<file path="src/rtl/cp_pkg.sv">
package cp_pkg;

  typedef enum logic [1:0] {
    ST_IDLE  = 2'd0,
    ST_TRAIN = 2'd1,
    ST_LOOK  = 2'd2
  } cp_state_e;

  typedef struct packed {
    logic capture;
    logic train;
    logic look;
    logic advance;
  } cp_strobe_t;

endpackage

</file>
<file path="src/rtl/cp_control.sv">
module cp_control
  import cp_pkg::*;
#(
  parameter int DEPTH = 2
) (
  input  logic       clk,
  input  logic       rstN,
  input  logic       missValid,
  input  logic       chainOk,
  output cp_strobe_t strobe
);

  localparam int LVL_W = $clog2(DEPTH) + 1;

  cp_state_e  state;
  logic [LVL_W-1:0] level;

  always_comb begin
    strobe.capture = (state == ST_IDLE) && missValid;
    strobe.train   = (state == ST_TRAIN);
    strobe.look    = (state == ST_LOOK);
    strobe.advance = (state == ST_LOOK) && chainOk && (int'(level) < DEPTH - 1);
  end

  always_ff @(posedge clk) begin
    if (!rstN) begin
      state <= ST_IDLE;
      level <= '0;
    end else begin
      unique case (state)
        ST_IDLE:  if (missValid) state <= ST_TRAIN;
        ST_TRAIN: begin
          state <= ST_LOOK;
          level <= '0;
        end
        ST_LOOK: begin
          if (strobe.advance) level <= level + 1'b1;
          else state <= ST_IDLE;
        end
        default: state <= ST_IDLE;
      endcase
    end
  end

  AST_MISS_IN_IDLE: assert property (@(posedge clk) disable iff (!rstN)
    missValid |-> state == ST_IDLE);

  AST_LEVEL_BOUND: assert property (@(posedge clk) disable iff (!rstN)
    int'(level) < DEPTH);

  AST_CHAIN_CONFIDENT: assert property (@(posedge clk) disable iff (!rstN)
    (state == ST_LOOK && $past(state) == ST_LOOK && $past(rstN)) |-> $past(chainOk));

endmodule

</file>
<file path="src/rtl/cp_datapath.sv">
module cp_datapath
  import cp_pkg::*;
#(
  parameter int ADDR_W  = 16,
  parameter int IDX_W   = 4,
  parameter int BREADTH = 2
) (
  input  logic                      clk,
  input  logic                      rstN,
  input  cp_strobe_t                strobe,
  input  logic [ADDR_W-1:0]         missAddr,
  output logic                      chainOk,
  output logic [BREADTH-1:0]        pfValid,
  output logic [BREADTH*ADDR_W-1:0] pfAddr
);

  localparam int ENTRIES = 1 << IDX_W;
  localparam int SLOT_W  = (BREADTH > 1) ? $clog2(BREADTH) : 1;

  function automatic logic [IDX_W-1:0] hashIdx(input logic [ADDR_W-1:0] a);
    return a[IDX_W-1:0] ^ a[2*IDX_W-1:IDX_W];
  endfunction

  logic [ADDR_W-1:0] tagArr  [ENTRIES];
  logic              tagVld  [ENTRIES];
  logic [ADDR_W-1:0] succArr [ENTRIES][BREADTH];
  logic [1:0]        confArr [ENTRIES][BREADTH];

  logic [ADDR_W-1:0] curAddr, prevAddr, keyAddr;
  logic              prevVld;

  // training side
  logic [IDX_W-1:0]  tIdx;
  logic              tHit, matchAny;
  logic [SLOT_W-1:0] matchSlot, victim;
  logic [1:0]        victimConf;
  logic [ADDR_W-1:0] nextSucc [BREADTH];
  logic [1:0]        nextConf [BREADTH];

  always_comb begin
    tIdx = hashIdx(prevAddr);
    tHit = tagVld[tIdx] && (tagArr[tIdx] == prevAddr);
    matchAny   = 1'b0;
    matchSlot  = '0;
    victim     = '0;
    victimConf = confArr[tIdx][0];
    for (int s = 0; s < BREADTH; s++) begin
      if (!matchAny && confArr[tIdx][s] != 2'd0 && succArr[tIdx][s] == curAddr) begin
        matchAny  = 1'b1;
        matchSlot = SLOT_W'(s);
      end
      if (confArr[tIdx][s] < victimConf) begin
        victimConf = confArr[tIdx][s];
        victim     = SLOT_W'(s);
      end
    end
    matchAny = matchAny && tHit;
    for (int s = 0; s < BREADTH; s++) begin
      nextSucc[s] = succArr[tIdx][s];
      nextConf[s] = confArr[tIdx][s];
      if (!tHit) begin
        nextConf[s] = (s == 0) ? 2'd1 : 2'd0;
        if (s == 0) nextSucc[s] = curAddr;
      end else if (matchAny) begin
        if (SLOT_W'(s) == matchSlot) begin
          if (confArr[tIdx][s] != 2'd3) nextConf[s] = confArr[tIdx][s] + 2'd1;
        end else if (confArr[tIdx][s] != 2'd0) begin
          nextConf[s] = confArr[tIdx][s] - 2'd1;
        end
      end else if (SLOT_W'(s) == victim) begin
        nextSucc[s] = curAddr;
        nextConf[s] = 2'd1;
      end
    end
  end

  // lookup side
  logic [IDX_W-1:0]          lIdx;
  logic                      lHit;
  logic [BREADTH-1:0]        eligible;
  logic [SLOT_W-1:0]         bestSlot;
  logic [1:0]                bestConf;
  logic [ADDR_W-1:0]         bestAddr;
  logic [BREADTH*ADDR_W-1:0] lookAddr;

  always_comb begin
    lIdx     = hashIdx(keyAddr);
    lHit     = tagVld[lIdx] && (tagArr[lIdx] == keyAddr);
    bestSlot = '0;
    bestConf = 2'd0;
    for (int s = 0; s < BREADTH; s++) begin
      eligible[s] = lHit && (confArr[lIdx][s] >= 2'd2);
      lookAddr[s*ADDR_W +: ADDR_W] = succArr[lIdx][s];
      if (eligible[s] && confArr[lIdx][s] > bestConf) begin
        bestConf = confArr[lIdx][s];
        bestSlot = SLOT_W'(s);
      end
    end
    chainOk  = |eligible;
    bestAddr = succArr[lIdx][bestSlot];
  end

  always_ff @(posedge clk) begin
    if (!rstN) begin
      curAddr  <= '0;
      prevAddr <= '0;
      keyAddr  <= '0;
      prevVld  <= 1'b0;
      pfValid  <= '0;
      pfAddr   <= '0;
      for (int e = 0; e < ENTRIES; e++) begin
        tagVld[e] <= 1'b0;
        tagArr[e] <= '0;
        for (int s = 0; s < BREADTH; s++) begin
          succArr[e][s] <= '0;
          confArr[e][s] <= 2'd0;
        end
      end
    end else begin
      if (strobe.capture) curAddr <= missAddr;
      if (strobe.train) begin
        if (prevVld) begin
          tagArr[tIdx] <= prevAddr;
          tagVld[tIdx] <= 1'b1;
          for (int s = 0; s < BREADTH; s++) begin
            succArr[tIdx][s] <= nextSucc[s];
            confArr[tIdx][s] <= nextConf[s];
          end
        end
        prevAddr <= curAddr;
        prevVld  <= 1'b1;
        keyAddr  <= curAddr;
      end
      if (strobe.advance) keyAddr <= bestAddr;
      if (strobe.look) begin
        pfValid <= eligible;
        pfAddr  <= lookAddr;
      end else begin
        pfValid <= '0;
      end
    end
  end

  AST_TAG_GATES: assert property (@(posedge clk) disable iff (!rstN)
    (|pfValid) |-> ($past(lHit) && $past(strobe.look)));

  AST_TRAIN_AFTER_CAPTURE: assert property (@(posedge clk) disable iff (!rstN)
    strobe.train |-> $past(strobe.capture));

endmodule

</file>
<file path="src/rtl/corr_prefetcher.sv">
module corr_prefetcher
  import cp_pkg::*;
#(
  parameter int ADDR_W  = 16,
  parameter int IDX_W   = 4,
  parameter int BREADTH = 2,
  parameter int DEPTH   = 2
) (
  input  logic                      clk,
  input  logic                      rstN,
  input  logic                      missValid,
  input  logic [ADDR_W-1:0]         missAddr,
  output logic [BREADTH-1:0]        pfValid,
  output logic [BREADTH*ADDR_W-1:0] pfAddr
);

  cp_strobe_t strobe;
  logic       chainOk;

  cp_control #(.DEPTH(DEPTH)) uCtrl (
    .clk       (clk),
    .rstN      (rstN),
    .missValid (missValid),
    .chainOk   (chainOk),
    .strobe    (strobe)
  );

  cp_datapath #(.ADDR_W(ADDR_W), .IDX_W(IDX_W), .BREADTH(BREADTH)) uData (
    .clk      (clk),
    .rstN     (rstN),
    .strobe   (strobe),
    .missAddr (missAddr),
    .chainOk  (chainOk),
    .pfValid  (pfValid),
    .pfAddr   (pfAddr)
  );

  AST_NO_PF_IN_RESET: assert property (@(posedge clk)
    !rstN |=> pfValid == '0);

endmodule

</file>
<file path="config.mk">
export PLATFORM = sky130hd
export DESIGN_NAME = corr_prefetcher
export DESIGN_NICKNAME = d
export VERILOG_FILES = /design/src/rtl/cp_pkg.sv /design/src/rtl/cp_control.sv /design/src/rtl/cp_datapath.sv /design/src/rtl/corr_prefetcher.sv
export SDC_FILE = /design/constraint.sdc
export NUM_CORES = 2
export LEC_CHECK = 0
export CORE_MARGIN = 1
export CORE_UTILIZATION = 64
export DETAILED_ROUTE_END_ITERATION = 8
export PLACE_DENSITY = 0.78
export SYNTH_ARGS = -nofsm -noshare
export SYNTH_HDL_FRONTEND = slang
export SYNTH_SLANG_ARGS = --single-unit
export TNS_END_PERCENT = 5
</file>
<file path="constraint.sdc">
create_clock -name clk -period 6.7 [get_ports clk]
set_clock_uncertainty 0.15 [all_clocks]
set_input_delay 1.005 -clock clk [delete_from_list [all_inputs] [get_ports clk]]
set_output_delay 1.005 -clock clk [all_outputs]
set_load 0.05 [all_outputs]
</file>
==> flow_summary.yaml <==
pwr:
  combPwrFrac_pct: 11.1
  leakagePower_nw: 19.47
  p_per_area_nw_per_um2: 247.8
  p_sw_w: 0.003425
  swShare_pct: 25.38
  power.share.sequential_pct: 49.2
  p_clk_share_pct: 39.7
  p_int_w: 0.01007
  ir_drop_mv: 0.2127
routing:
  ant_nets: 0
  wl_per_cell_um: 34.65
  num_vias: 35880
  via_per_inst: 7.507
  drc: 0
  drt_wl_total_um: 165600
  dr.pass1.iters: 7
  drtIter0Drc: 7222
synth:
  syn-mean-instance-area_um2: 13.32
  syn_nets: 3725
  ys_seq_area_share_pct: 54.83
  ys_top_cells_by_area: "edfxtp_1 (51%), mux4_2 (18%), nor2_1 (4.3%)"
  synth_edf_count: 832
  ys_seq_elements: 935
  yosysWarningCount: 0
  synthDominantCellAreaShare_pct: 50.65
  syn-cell-area_um2: 49320
  async_flop_share_pct: 0
  netlist_instances: 3702
  synth_flop_cell: "edfxtp_1"
  synth_cell_type_count: 81
  synth_top_cell_by_area: "edfxtp_1"
die:
  dieArea_um2: 78180
  die_y_um: 279.6
  core.rowCount: 101
  pin_count: 53
  die_w_um: 279.6
  core-area_um2: 76080
  start_util_pct: 64.84
layout:
  final_area_um2: 54450
  nNetsFinal: 3684
  layout-drive-gt1-share_pct: 24.83
  area_growth_pct: 10.40
  fill_cells: 4912
sta:
  slew-limit-headroom_pct: 18.21
  fin_tns_setup_ns: 0
  worst_pin_slew_ns: 1.227
  rsz0062_at_grt: "false"
  setup_viol: 0
  slew_viol_final: 0
  period_share_pct: 91.80
  max_freq_mhz: 162.6
  hold_viol_final: 0
  fin_crit_ns: 6.151
outcome:
  status: "finished, final reports clean"
worst_setup_path:
  cp-start-kind: "register"
  crit_type: "reg2reg"
  setup.worst_path.start: "uData.prevAddr[3]"
  end_kind: "register"
  cp_max_fo: 16
  cp.arrival_ns: 6.39
  r2r-start: "uData.prevAddr[3]"
  cp.required_ns: 6.94
global_route:
  grt_use_total_pct: 42.58
  met1_usage_pct: 55.25
  grt_max_degree: 71
  grt_first_pass_wirelength_um: 236400
  grt-ovfl-total: 0
  grt.busiest_layer: "met2"
  first_global_vias: 35260
  met3_usage_pct: 12.90
  gr-usage-met2_pct: 63.22
  antenna_found_initial: 8
placement:
  port_buffers: 52
  dp_hpwl_um: 97090
  globalplace.congestion: 0.9676
  place_area_um2: 51340
clock_network:
  clkSinkCount: 935
  numCtsBuffers: 95
  cts-root-buf: "clkbuf_16"
  postCtsSetupRepairBufs: 0
  cts_max_level: 3
  clk_latency_ns: 0.69
  cts_hold_buf: 0
  cts_resized: 0
  cts_max_path_buffers: 3
  clk_pin_slew_ns: 0.07
  cts_tree: "done"
flow_run:
  drv_cap: 0
min_path:
  hold_class: "reg2reg"
  hold_start: "uData.tagVld[13]"
[power by group through the flow]
| stage | logic, W | registers [W] | clock network, W |
|---|---|---|---|
| 3_3_place_gp | 0.00140 | 0.00673 | 0 |
| 3_5_place_dp | 0.00143 | 0.00676 | 0 |
| 5_1_grt | 0.00152 | 0.00666 | 0.00553 |
| 4_1_cts | 0.00144 | 0.00664 | 0.00533 |
| 2_1_floorplan | 0.000918 | 0.00672 | 0 |
| 6_report | 0.00149 | 0.00665 | 0.00536 |
[final timing paths]
path | end | slack (ns) | cells past startpoint
worst min-delay path | uData.tagVld[13] | 0.31 | 2
worst max-delay path | uData.succArr[7][11] | 0.55 | 14
worst max register to register | uData.succArr[7][11] | 0.55 | 14
worst min register to register | uData.tagVld[13] | 0.31 | 2
[metrics by stage]
step	setup slack (ns)	cells	hold slack [ns]	util [%]	total power (W)
2_1_floorplan	1.235	3702	0.2791	-	0.007641
3_3_place_gp	0.7892	4594	0.2864	67.49	0.008137
3_5_place_dp	0.7701	4594	0.2966	67.49	0.008185
4_1_cts	0.7571	4772	0.3093	71.56	0.01340
5_1_grt	0.4489	4772	0.3289	71.56	0.01370
6_report	0.5493	4779	0.3137	71.58	0.01350
[sequential cells by signal, indices dropped and copies added, names as in the netlist]
signal / count
uData.tagVld: 16
uData.tagArr: 256
uData.prevVld: 1
uData.keyAddr: 16
uData.succArr: 512
uData.pfAddr: 32
uData.prevAddr: 16
uCtrl.level: 2
uCtrl.state: 2
uData.confArr: 64
uData.pfValid: 2
uData.curAddr: 16
[cells in the mapped netlist, types with 8 or more instances]
cell type	instances
edfxtp_1	832
nor2_1	565
mux4_2	392
nand2_1	362
and3_1	240
clkbuf_1	234
mux2i_1	135
dfxtp_1	103
nor2_2	100
nand3_1	84
a21boi_0	66
xnor2_1	52
buf_2	48
buf_4	42
o22ai_1	39
a21oi_1	26
buf_1	24
mux2_2	24
nor3_1	24
nand4_1	21
xor2_1	20
o211a_1	18
inv_1	17
a32oi_1	15
a211oi_1	14
mux2i_2	13
buf_6	12
nor4_1	12
o211ai_1	11
a22oi_1	10
mux2i_4	10
o21ai_0	10
nor2b_1	9
or3_1	9
a31oi_1	8
[cell families after synthesis]
logic type,Yosys count,synth area share [%]
AO/OA/AOI/OAI,263,3.998
multiplexers,577,22.17
XOR/XNOR,74,1.390
AND/OR/NAND/NOR,1463,13.77
buffers and inverters,386,3.744
adder cells (fa/ha/maj),4,0.1015
flip-flops,935,54.83
[critical path, cell delays in order (launching register included)]
cell,delay (ns)
dfxtp_1,0.53
xnor2_2,0.96
nand3_1,0.90
buf_4,0.44
o22ai_1,0.17
nor4_1,0.10
xnor2_1,0.16
and3b_1,0.21
nand4_1,0.42
nor3_2,0.10
buf_4,0.18
or4b_2,0.68
buf_12,0.21
mux2_2,0.47
nor2_1,0.10
[cell usage in the layout, fill, tap and decap left out, types with 15 or more instances in the layout]
cell type and n:
nand2_1 330, and3_1 240, clkinv_1 15, nor3_1 22, nand2_2 16, mux2_2 24, clkinv_2 18, buf_12 22
buf_4 157, a21oi_1 26, o22ai_1 39, inv_1 17, nand4_1 21, o211a_1 18, edfxtp_1 832, nand3_1 84
nor2_1 557, clkdlybuf4s50_1 51, a21boi_0 66, nand2_4 16, xnor2_1 48, nor2_2 100, clkbuf_1 28, mux2i_1 135
clkbuf_16 95, dfxtp_1 103, mux4_2 392, a32oi_1 15
[layer usage]
layer | up-vias | share of wire [%]
li1 | 13960 | -
met1 | 17480 | 32
met2 | 3581 | 44
met3 | 833 | 16
met4 | 22 | 7.6
met5 | - | 0.17
[layout make-up]
cell class	count	area (um2)	area share, %
Sequential cell	935	27050	49.67
Inverter	18	67.56	0.1241
Multi-Input combinational cell	2381	20810	38.22
Tap cell	1030	1289	2.367
Clock inverter	50	544.3	0.9995
Antenna cell	7	17.52	0.03217
Timing Repair Buffer	230	2130	3.911
Clock buffer	128	2551	4.685
Power figures use the tool's default switching activity.
